==> src/rtl/gwa_pkg.sv <==
package gwa_pkg;
  typedef struct packed {
    logic load;      // pixel accepted this cycle
    logic rowStart;  // horizontal recursion restarts
    logic topRow;    // vertical recursion bypassed
  } aggStrobe_t;
endpackage

==> src/rtl/gwa_ctrl.sv <==
module gwa_ctrl
  import gwa_pkg::*;
#(
  parameter int IMG_W = 8,
  localparam int COL_W = (IMG_W > 1) ? $clog2(IMG_W) : 1
) (
  input  logic             clk,
  input  logic             rst_n,
  input  logic             inValid,
  input  logic             inSof,
  input  logic             inSol,
  output aggStrobe_t       strobe,
  output logic [COL_W-1:0] col
);
  logic [COL_W-1:0] colReg;
  logic             topReg;
  logic             lineStart;

  always_comb begin
    lineStart       = inSol | inSof;
    strobe.load     = inValid;
    strobe.rowStart = lineStart;
    strobe.topRow   = inSof | (topReg & ~inSol);
    col             = lineStart ? '0 : colReg;
  end

  always_ff @(posedge clk) begin
    if (!rst_n) begin
      colReg <= '0;
      topReg <= 1'b1;
    end else if (inValid) begin
      colReg <= (col == COL_W'(IMG_W - 1)) ? '0 : col + 1'b1;
      topReg <= strobe.topRow;
    end
  end
endmodule

==> src/rtl/gwa_weight.sv <==
module gwa_weight #(
  parameter int PIX_W = 8,
  parameter int FRAC  = 8,
  parameter int DECAY = 230,
  localparam int WW   = FRAC + 1,
  localparam int NUM  = 1 << PIX_W
) (
  input  logic [PIX_W-1:0] pixA,
  input  logic [PIX_W-1:0] pixB,
  output logic [WW-1:0]    weight
);
  function automatic int weightAt(input int k);
    int w;
    w = 1 << FRAC;
    for (int i = 0; i < k; i++) w = (w * DECAY) >> FRAC;
    return w;
  endfunction

  logic [WW-1:0]    tab [NUM];
  logic [PIX_W-1:0] diff;

  for (genvar k = 0; k < NUM; k++) begin : g_tab
    localparam logic [WW-1:0] WK = WW'(weightAt(k));
    assign tab[k] = WK;
  end

  assign diff   = (pixA > pixB) ? pixA - pixB : pixB - pixA;
  assign weight = tab[diff];
endmodule

==> src/rtl/gwa_datapath.sv <==
module gwa_datapath
  import gwa_pkg::*;
#(
  parameter int PIX_W  = 8,
  parameter int COST_W = 8,
  parameter int ACC_W  = 12,
  parameter int NDISP  = 4,
  parameter int IMG_W  = 8,
  parameter int FRAC   = 8,
  parameter int DECAY  = 230,
  localparam int COL_W = (IMG_W > 1) ? $clog2(IMG_W) : 1,
  localparam int WW    = FRAC + 1
) (
  input  logic                    clk,
  input  logic                    rst_n,
  input  aggStrobe_t              strobe,
  input  logic [COL_W-1:0]        col,
  input  logic [PIX_W-1:0]        pix,
  input  logic [NDISP*COST_W-1:0] costVec,
  output logic [NDISP*ACC_W-1:0]  hAccVec,
  output logic [NDISP*ACC_W-1:0]  vAccVec
);
  localparam logic [ACC_W-1:0] MAXV = '1;

  function automatic logic [ACC_W-1:0] satAdd(input logic [ACC_W-1:0] a,
                                              input logic [ACC_W-1:0] b);
    logic [ACC_W:0] s;
    s = {1'b0, a} + {1'b0, b};
    return s[ACC_W] ? MAXV : s[ACC_W-1:0];
  endfunction

  logic [PIX_W-1:0] leftPix;
  logic [PIX_W-1:0] abovePix;
  logic [PIX_W-1:0] linePix [IMG_W];
  logic [WW-1:0]    wH, wV;

  assign abovePix = linePix[col];

  gwa_weight #(.PIX_W(PIX_W), .FRAC(FRAC), .DECAY(DECAY)) u_wHoriz (
    .pixA(pix), .pixB(leftPix), .weight(wH));
  gwa_weight #(.PIX_W(PIX_W), .FRAC(FRAC), .DECAY(DECAY)) u_wVert (
    .pixA(pix), .pixB(abovePix), .weight(wV));

  always_ff @(posedge clk) begin
    if (!rst_n) leftPix <= '0;
    else if (strobe.load) leftPix <= pix;
  end

  always_ff @(posedge clk) begin
    if (strobe.load) linePix[col] <= pix;
  end

  for (genvar d = 0; d < NDISP; d++) begin : g_disp
    logic [COST_W-1:0]   costD;
    logic [ACC_W-1:0]    hReg;
    logic [ACC_W-1:0]    colMem [IMG_W];
    logic [ACC_W-1:0]    above;
    logic [ACC_W+WW-1:0] hProd, vProd;
    logic [ACC_W-1:0]    hNew, vNew;

    assign costD = costVec[d*COST_W +: COST_W];
    assign above = colMem[col];
    assign hProd = wH * hReg;
    assign vProd = wV * above;

    always_comb begin
      if (strobe.rowStart) hNew = ACC_W'(costD);
      else                 hNew = satAdd(ACC_W'(costD), ACC_W'(hProd >> FRAC));
      if (strobe.topRow)   vNew = hNew;
      else                 vNew = satAdd(hNew, ACC_W'(vProd >> FRAC));
    end

    always_ff @(posedge clk) begin
      if (!rst_n) hReg <= '0;
      else if (strobe.load) hReg <= hNew;
    end

    always_ff @(posedge clk) begin
      if (strobe.load) colMem[col] <= vNew;
    end

    assign hAccVec[d*ACC_W +: ACC_W] = hNew;
    assign vAccVec[d*ACC_W +: ACC_W] = vNew;
  end
endmodule

==> src/rtl/gwa_wta.sv <==
module gwa_wta #(
  parameter int ACC_W  = 12,
  parameter int NDISP  = 4,
  localparam int DISP_W = (NDISP > 1) ? $clog2(NDISP) : 1
) (
  input  logic [NDISP*ACC_W-1:0] accVec,
  output logic [DISP_W-1:0]      bestIdx,
  output logic [ACC_W-1:0]       bestCost
);
  always_comb begin
    bestIdx  = '0;
    bestCost = accVec[ACC_W-1:0];
    for (int d = 1; d < NDISP; d++) begin
      if (accVec[d*ACC_W +: ACC_W] < bestCost) begin
        bestCost = accVec[d*ACC_W +: ACC_W];
        bestIdx  = DISP_W'(d);
      end
    end
  end
endmodule

==> src/rtl/gradient_weighted_aggregator.sv <==
module gradient_weighted_aggregator
  import gwa_pkg::*;
#(
  parameter int PIX_W  = 8,
  parameter int COST_W = 8,
  parameter int ACC_W  = 12,
  parameter int NDISP  = 4,
  parameter int IMG_W  = 8,
  parameter int FRAC   = 8,
  parameter int DECAY  = 230,
  localparam int COL_W  = (IMG_W > 1) ? $clog2(IMG_W) : 1,
  localparam int DISP_W = (NDISP > 1) ? $clog2(NDISP) : 1
) (
  input  logic                    clk,
  input  logic                    rst_n,
  input  logic                    inValid,
  input  logic                    inSof,
  input  logic                    inSol,
  input  logic [PIX_W-1:0]        inPix,
  input  logic [NDISP*COST_W-1:0] inCost,
  output logic                    outValid,
  output logic [DISP_W-1:0]       outDisp,
  output logic [ACC_W-1:0]        outCost
);
  aggStrobe_t               strobe;
  logic [COL_W-1:0]         col;
  logic [NDISP*ACC_W-1:0]   hAccVec;
  logic [NDISP*ACC_W-1:0]   vAccVec;
  logic [DISP_W-1:0]        winIdx;
  logic [ACC_W-1:0]         winCost;

  gwa_ctrl #(.IMG_W(IMG_W)) u_ctrl (
    .clk(clk), .rst_n(rst_n), .inValid(inValid), .inSof(inSof),
    .inSol(inSol), .strobe(strobe), .col(col));

  gwa_datapath #(
    .PIX_W(PIX_W), .COST_W(COST_W), .ACC_W(ACC_W), .NDISP(NDISP),
    .IMG_W(IMG_W), .FRAC(FRAC), .DECAY(DECAY)
  ) u_dp (
    .clk(clk), .rst_n(rst_n), .strobe(strobe), .col(col), .pix(inPix),
    .costVec(inCost), .hAccVec(hAccVec), .vAccVec(vAccVec));

  gwa_wta #(.ACC_W(ACC_W), .NDISP(NDISP)) u_wta (
    .accVec(vAccVec), .bestIdx(winIdx), .bestCost(winCost));

  always_ff @(posedge clk) begin
    if (!rst_n) begin
      outValid <= 1'b0;
      outDisp  <= '0;
      outCost  <= '0;
    end else begin
      outValid <= inValid;
      if (inValid) begin
        outDisp <= winIdx;
        outCost <= winCost;
      end
    end
  end
endmodule

==> config.mk <==
export PLATFORM = sky130hd
export DESIGN_NAME = gradient_weighted_aggregator
export DESIGN_NICKNAME = d
export VERILOG_FILES = /design/src/rtl/gwa_pkg.sv /design/src/rtl/gwa_ctrl.sv /design/src/rtl/gwa_weight.sv /design/src/rtl/gwa_datapath.sv /design/src/rtl/gwa_wta.sv /design/src/rtl/gradient_weighted_aggregator.sv
export SDC_FILE = /design/constraint.sdc
export NUM_CORES = 2
export LEC_CHECK = 0
export ABC_CLOCK_PERIOD_IN_PS = 52100
export CAP_MARGIN = 40
export CORE_ASPECT_RATIO = 1.1
export CORE_MARGIN = 8
export CORE_UTILIZATION = 60
export DETAILED_ROUTE_END_ITERATION = 7
export GPL_TIMING_DRIVEN = 0
export PLACE_DENSITY = 0.85
export SLEW_MARGIN = 15
export SYNTH_ARGS = -nofsm -noshare
export SYNTH_HDL_FRONTEND = slang
export SYNTH_SLANG_ARGS = --single-unit
==> constraint.sdc <==
create_clock -name clk -period 52.1 [get_ports clk]
set_clock_uncertainty 0.15 [all_clocks]
set_input_delay 15.63 -clock clk [delete_from_list [all_inputs] [get_ports clk]]
set_output_delay 15.63 -clock clk [all_outputs]
set_load 0.02 [all_outputs]
Yosys cells after proc, flatten, opt, wreduce, memory -nomap -nowiden
Memory sizes are Yosys's and may differ from the RTL's.
Index checks and enable logic that the tools add are counted.
{ "word_totals": {"rom_bits": 4608, "mem_count": 7, "in_bits": 45, "ram_bits": 448, "word_cells": 84, "register_bits": 75} }
{ "op_classes": {"n_addsub": 13, "n_eq_ne": 1, "mul": 8, "bitwise": 6, "n_mux": 32, "order_cmp": 7} }
{ "memory_table": {"columns": ["name", "words", "word_bits", "rd", "rd_ports_with_merged_regs", "write_ports", "line_no", "text"], "rows": [
  ["(no name shown)", 256, 9, 1, 0, 0, "gwa_weight.sv:28", "assign weight = tab[diff];"],
  ["(no name shown)", 256, 9, 1, 0, 0, "gwa_weight.sv:28", null],
  ["u_dp.g_disp[0].colMem", 8, 12, 1, 0, 1, "gwa_datapath.sv:56", "logic [ACC_W-1:0] colMem [IMG_W];"],
  ["u_dp.g_disp[1].colMem", 8, 12, 1, 0, 1, "gwa_datapath.sv:56", null],
  ["u_dp.g_disp[2].colMem", 8, 12, 1, 0, 1, "gwa_datapath.sv:56", null],
  ["u_dp.g_disp[3].colMem", 8, 12, 1, 0, 1, "gwa_datapath.sv:56", null],
  ["1 more memories", null, null, null, null, null, null, null]
]} }
{ "op_table": {"columns": ["operator", "n"], "rows": [
  ["2-to-1 mux 12 bit", 19],
  ["multiplier 9 x 12 -> 20 bit", 8],
  ["adder 12 x 12 -> 13 bit", 4],
  ["adder 8 x 12 -> 13 bit", 4],
  ["less-than comparator 12 bit", 3],
  ["2-to-1 mux 9 bit", 4],
  ["subtractor 8 bit", 4],
  ["greater-or-equal comparator 9 bit (second input constant)", 2],
  ["inverter 8 -> 9 bit", 2],
  ["greater-than comparator 8 bit", 2],
  ["2-to-1 mux 8 bit", 2],
  ["2-to-1 mux 3 bit", 2],
  ["2-to-1 mux 2 bit", 2],
  ["adder 3 x 1 -> 3 bit (second input constant)", 1],
  ["== test 3 bit (second input constant)", 1],
  ["2-to-1 mux 1 bit", 3],
  ["bitwise OR 1 bit", 2],
  ["bitwise AND 1 bit", 1],
  ["inverter 1 bit", 1]
]} }

Depth between registers and ports, before layout
{ "logic_depth": {"ltp_word": 19, "ltp_mapped": 102, "ltp_nobuf": 93} }

Cells and area by module
A second synthesis with hierarchy kept.
{ "unflattened": {"cells_unflattened": 5012, "hier_area_um2": 53184.8} }
{ "by_module_without_submodules": {"columns": ["mod", "seq_area_each_um2", "area_each_um2", "n_inst", "cells_each"], "rows": [
  ["gwa_datapath", 14574.0, 48267.5, 1, 4409],
  ["gwa_weight", 0.0, 1318.8, 2, 174],
  ["gwa_wta", 0.0, 1490.2, 1, 183],
  ["gradient_weighted_aggregator", 300.3, 570.5, 1, 47],
  ["gwa_ctrl", 80.1, 219.0, 1, 25]
]} }

Worst setup path after synthesis
No wires, ideal clock.
{ "synth_timing": {"kind": "input-to-reg", "startpoint": "in inSof", "endpoint": "reg outCost[1]", "setup_ns": 0.121, "path_stages": 95, "arrival_ns": 34.545, "n_path_buf": 11, "slack_ns": 17.284, "required_ns": 51.829, "cell_sequence": "nor2_1 > nand2_1 > inv_1 > buf_2 > clkbuf_1 > buf_1 > clkbuf_1 > clkbuf_1 > clkbuf_1 > nor2_1 > nor2_1 > o22ai_1 > a21oi_1 > o21ai_0 > inv_1 > ha_1 > buf_2 > and4_1 > (+59 left out) > o21a_1 > buf_6 > o21a_1 > ha_1 > a21o_1 > a21oi_1 > nor2b_1 > o21ai_0 > nand2b_1 > a21oi_1 > nor2b_1 > o21ai_0 > nand2_1 > a41oi_1 > a21o_1 > nand2b_1 > buf_2 > o21ai_1"} }
{ "synth_via": {"elab_chain_len": 19, "word_cells_on_any_way": 42} }
{ "synth_rtl": {"columns": ["element", "line_no", "text"], "rows": [
  ["from (decl)", "gradient_weighted_aggregator.sv:17", "input logic inSof,"],
  ["bitwise OR 1 bit", "gwa_ctrl.sv:20", "lineStart = inSol | inSof;"],
  ["2-to-1 mux 3 bit", "gwa_ctrl.sv:24", "col = lineStart ? '0 : colReg;"],
  ["memory (8 x 8 bit)", null, null],
  ["subtractor 8 bit / greater-than comparator 8 bit (equally long branches)", "gwa_weight.sv:27", "assign diff = (pixA > pixB) ? pixA - pixB : pixB - pixA;"],
  ["2-to-1 mux 8 bit", "gwa_weight.sv:27", null],
  ["inverter 8 -> 9 bit (implied by the code)", "gwa_weight.sv:28", null],
  ["memory (256 x 9 bit)", null, null],
  ["2-to-1 mux 9 bit (implied by the code) (2 in series)", "gwa_weight.sv:28", null],
  ["(+3 left out)", null, null],
  ["2-to-1 mux 12 bit (*)", "gwa_datapath.sv:69", "if (strobe.topRow) vNew = hNew;"],
  ["net u_dp.g_disp[1].vNew[10]", "gwa_datapath.sv:59", "logic [ACC_W-1:0] hNew, vNew;"],
  ["less-than comparator 12 bit", "gwa_wta.sv:14", "if (accVec[d*ACC_W +: ACC_W] < bestCost) begin"],
  ["2-to-1 mux 12 bit (*)", "gwa_wta.sv:14", null],
  ["less-than comparator 12 bit", "gwa_wta.sv:14", null],
  ["2-to-1 mux 12 bit (*)", "gwa_wta.sv:14", null],
  ["less-than comparator 12 bit", "gwa_wta.sv:14", null],
  ["2-to-1 mux 12 bit (*)", "gwa_wta.sv:14", null],
  ["to (signal assigned)", "gradient_weighted_aggregator.sv:55", "outCost <= winCost;"],
  ["to (decl)", "gradient_weighted_aggregator.sv:23", "output logic [ACC_W-1:0] outCost"]
]} }
The timed path passes the listed nets; every way through them passes the cells marked *. The select of a mux whose other input is x is not followed.
A chain may end at the register's enable or synchronous reset.

Worst setup path in the final report
{ "layout_timing": {"startpoint": "in inSol", "endpoint": "reg outCost[10]"} }
{ "layout_via": {"elab_chain_len": 19, "word_cells_on_any_way": 44} }
{ "layout_rtl": {"columns": ["element", "line_no", "text"], "rows": [
  ["from (decl)", "gradient_weighted_aggregator.sv:18", "input logic inSol,"],
  ["bitwise OR 1 bit", "gwa_ctrl.sv:20", null],
  ["2-to-1 mux 3 bit", "gwa_ctrl.sv:24", null],
  ["memory (8 x 8 bit)", null, null],
  ["subtractor 8 bit / greater-than comparator 8 bit (equally long branches)", "gwa_weight.sv:27", null],
  ["2-to-1 mux 8 bit", "gwa_weight.sv:27", null],
  ["inverter 8 -> 9 bit (implied by the code)", "gwa_weight.sv:28", null],
  ["memory (256 x 9 bit)", null, null],
  ["2-to-1 mux 9 bit (implied by the code) (2 in series)", "gwa_weight.sv:28", null],
  ["(+3 left out)", null, null],
  ["2-to-1 mux 12 bit (*)", "gwa_datapath.sv:69", null],
  ["net u_dp.g_disp[1].vNew[9]", "gwa_datapath.sv:59", null],
  ["less-than comparator 12 bit", "gwa_wta.sv:14", null],
  ["2-to-1 mux 12 bit (*)", "gwa_wta.sv:14", null],
  ["less-than comparator 12 bit", "gwa_wta.sv:14", null],
  ["2-to-1 mux 12 bit (*)", "gwa_wta.sv:14", null],
  ["less-than comparator 12 bit", "gwa_wta.sv:14", null],
  ["2-to-1 mux 12 bit (*)", "gwa_wta.sv:14", null]
]} }
Marked as above.

==> summary.md <==
| Metric | Value |
|---|---|
| Outcome | `finished, violations left` |
| Failing checks | `design-rule violations` |
| Worst slew pin tran | `approximately 1100 ps` |
| Clock Sinks | `approximately 520` |
| DR vias | `43,786` |
| Post-synth net total | `approximately 6,500` |
| Synth Flop Type | `edfxtp_1` |
| Slowest-stage cell, CP | `mux2i_1` |
| Number of global-route vias before repair | `around 44,000` |
| CTS Hold Buffers Added | `0` |
| Fin. max-slew vios | `0` |
| Pwr Density | `26.5 nW/um^2` |
| RSZ-0062 raised after global routing | `no` |
| # fillers | `6,549` |
| Leak pwr | `25.9 nW` |
| Io pins | `60` |
| Max cap viols | `0` |
| Yosys warning total | `0` |
| Wire per inst | `between 20 and 25 um` |
| Starting density of the core | `between 60% and 70%` |
| Number of DRC markers in iteration 0 | `5,424` |
| Port bufs | `58` |
| Sequential element share of the synthesized area | `27.9%` |
| First-pass GRT wire length | `253,000 um` |
| Post-Synthesis Cell Area | `about 54,000 um^2` |
| Flop pwr share | `32.1%` |
| ANT nets after route | `0` |
| Max Buffers Root-to-Sink | `3` |
| Pin count of the biggest net entering global routing | `37` |
| Total Power | `1.55 mW` |
| EDFF count, synth | `448` |
| Yosys reg bits | `523` |
| Final count of negative-setup-slack endpoints | `0` |
| Vias per cell | `6.40` |
| Fin crit period | `40,990 ps` |
| Endpoints failing hold | `0` |
| DP Wirelength | `129,000 um` |
| Comb pwr share | `45.2%` |
| Die height | `330 um` |
| CP peak stage delay | `760 ps` |
| Die area | `99,300 um^2` |
| Psw | `roughly 0.63 mW` |
| Worst path required time | `52,460 ps` |
| Detailed Route WL | `approximately 170,000 um` |
| Die Wd | `301 um` |
| Area grow syn2layout | `8.67%` |
| Critical path type | `in2reg` |
| Post-CTS Setup Repair Bufs | `0` |
| Syn Area/Cell | `around 9.9 um^2` |
| F_max | `24.4 MHz` |
| Max IR drop VDD | `~0.026 mV` |
| First-pass detailed-route iteration total | `8` |
| Switching Fraction | `41.0%` |
| # rows | `115` |
| Total grt overflow | `0` |
| Post-cts resize count | `0` |
| Worst-skew pair later-pin latency | `600 ps` |
| Cell variety after synth | `between 100 and 150` |
| Normalized max-slew margin | `29.4%` |
| Layout cell share with drive strength beyond 1 | `6.02%` |
| Async set-reset flop share out of synthesis | `0%` |
| CTS tree | `yes` |
| Initial antenna violation count | `3` |
| H-tree depth | `2` |
| Crit path max fanout | `10` |
| Cell mode on critical path | `nor2_1` |
| GPL Wtd Cong | `0.981` |
| Worst setup EP type | `flop` |
| Worst Hold Class | `reg2reg` |
| Fin crit share | `78.7%` |
| Clock root cell | `clkbuf_16` |
| Clk pwr share | `a little under a quarter` |
| Nets | `6,675` |
| Total CTS buffers | `42` |
| Setup TNS | `0 ps` |
| Detailed-route DRC error count | `4` |
| Total track usage | `33.3%` |
| Cells after Synth | `5,433` |
| Core Footprint | `89,100 um^2` |
| Int Power | `0.913 mW` |
| Crit path DAT | `41,350 ps` |
| Critical path launch point type | `primary input` |
| Clk slew on worst S/H paths | `80 ps` |
## worst paths after layout
path | from | to | slack (ps) | cells after the start
worst min register to register | u_ctrl.topReg | u_ctrl.topReg | 330 | 2
worst max-delay path | inSol | outCost[10] | 11110 | 103
worst max register to register | u_ctrl.colReg[0] | outCost[10] | 27120 | 101
worst min-delay path | u_ctrl.topReg | u_ctrl.topReg | 330 | 2
## Yosys cell counts, types with 9 or more instances
| cell type | n | share of area, % |
|---|---|---|
| nand4_1 | 26 | 0.30 |
| a31oi_1 | 39 | 0.45 |
| a221oi_1 | 25 | 0.41 |
| nor2_1 | 354 | 2.5 |
| nand2_1 | 632 | 4.4 |
| o21bai_1 | 30 | 0.42 |
| o31ai_1 | 11 | 0.15 |
| nor4_1 | 11 | 0.13 |
| and3b_1 | 14 | 0.23 |
| a211oi_1 | 48 | 0.67 |
| a21oi_1 | 208 | 1.9 |
| nand3_1 | 50 | 0.47 |
| edfxtp_1 | 448 | 25 |
| o22a_1 | 13 | 0.21 |
| o21ai_0 | 112 | 1.0 |
| xor2_1 | 51 | 0.83 |
| o211ai_1 | 23 | 0.32 |
| fa_1 | 564 | 21 |
| or3_1 | 15 | 0.17 |
| nor3b_1 | 9 | 0.13 |
| mux2i_1 | 144 | 2.7 |
| mux2_2 | 16 | 0.34 |
| a21boi_0 | 10 | 0.14 |
| dfxtp_1 | 75 | 2.8 |
| xnor2_1 | 120 | 2.0 |
| nor3_1 | 83 | 0.77 |
| and4_1 | 10 | 0.16 |
| o21ai_1 | 23 | 0.21 |
| buf_2 | 14 | 0.13 |
| o21a_1 | 47 | 0.66 |
| buf_1 | 43 | 0.30 |
| inv_1 | 738 | 5.2 |
| ha_1 | 428 | 10 |
| and3_1 | 97 | 1.1 |
| a21o_1 | 67 | 0.94 |
| o22ai_1 | 58 | 0.68 |
| mux4_2 | 56 | 2.4 |
| nand2b_1 | 22 | 0.26 |
| nor2b_1 | 88 | 1.0 |
| clkbuf_1 | 192 | 1.3 |
| and2_1 | 247 | 2.9 |
## critical path, delay by kind of cell
family,cells,cell delay [ps]
compound gates,38,8980
buf+inv,24,7210
fa+ha+maj,11,4200
simple gates,28,4190
mux,1,760
xor+xnor,1,270
## cell families (layout without fill, tap and decap cells)
group | after synthesis | after routing | share of synthesized area (%)
AO/OA/AOI/OAI | 839 | 839 | 10.6
adder cells (fa/ha/maj) | 995 | 995 | 31.1
XOR/XNOR | 172 | 172 | 2.83
multiplexers | 221 | 221 | 5.52
other | 0 | 1 | 0
buffers and inverters | 994 | 1230 | 7.03
AND/OR/NAND/NOR | 1689 | 1689 | 15.0
flip-flops | 523 | 523 | 27.9
## flip-flops by register name, summed over array words and instances, names as in the netlist
register / count
outCost: 12
outDisp: 2
outValid: 1
u_ctrl.colReg: 3
u_ctrl.topReg: 1
u_dp.g_disp.colMem: 384
u_dp.g_disp.hReg: 48
u_dp.leftPix: 8
u_dp.linePix: 64
## power by group through the flow
stage          sequential (mW)  combinational [mW]  clock, mW
2_1_floorplan            0.504               0.433          0
3_3_place_gp             0.505               0.625          0
3_5_place_dp             0.505               0.663          0
4_1_cts                  0.497               0.672      0.346
5_1_grt                  0.498               0.755      0.359
6_report                 0.497               0.699      0.351
## area by class of cell
type                       instances  area (um^2)  share of cell area [%]
multi-input combinational       3916        35000                    60.1
sequential                       523        15000                    25.6
inverter                         739         2770                    4.76
timing repair buffer             161         1610                    2.76
tap                             1170         1460                    2.51
clock buffer                      50         1120                    1.92
buffer                           255         1000                    1.72
clock inverter                    25          352                   0.603
antenna                            1         2.50                 0.00429
## cells in the final DEF, fill, tap and decap left out, drive strengths merged, types with 97 or more instances in the layout
master	count
clkbuf	252
nor2	354
and3	97
ha	428
mux2i	145
fa	564
and2	248
xnor2	120
nand2	633
inv	741
o21ai	138
a21oi	213
edfxtp	448
buf	155
## stage by stage
stage               instances  worst slack [ps]  hold slack (ps)  util (%)  area, um^2
CTS                      6815             11280              331      65.2       58100
global placement         6661              9750              309      62.5       55700
floorplan                5433             17280              286         -       53700
finish                   6840             11110              332      65.5       58300
detailed placement       6740             11080              306      63.6       56600
global route             6839              9790              374      65.5       58300
## per-layer routing
metal  vias up  GRT usage (%)  wire length [um]
met3       883           6.39             17900
met2      3039           53.6             76700
met5         -              0                23
li1      18734              -                 -
met1     21126           39.1             57200
met4         4           26.1             16300
(Power assumes the default switching activity.)
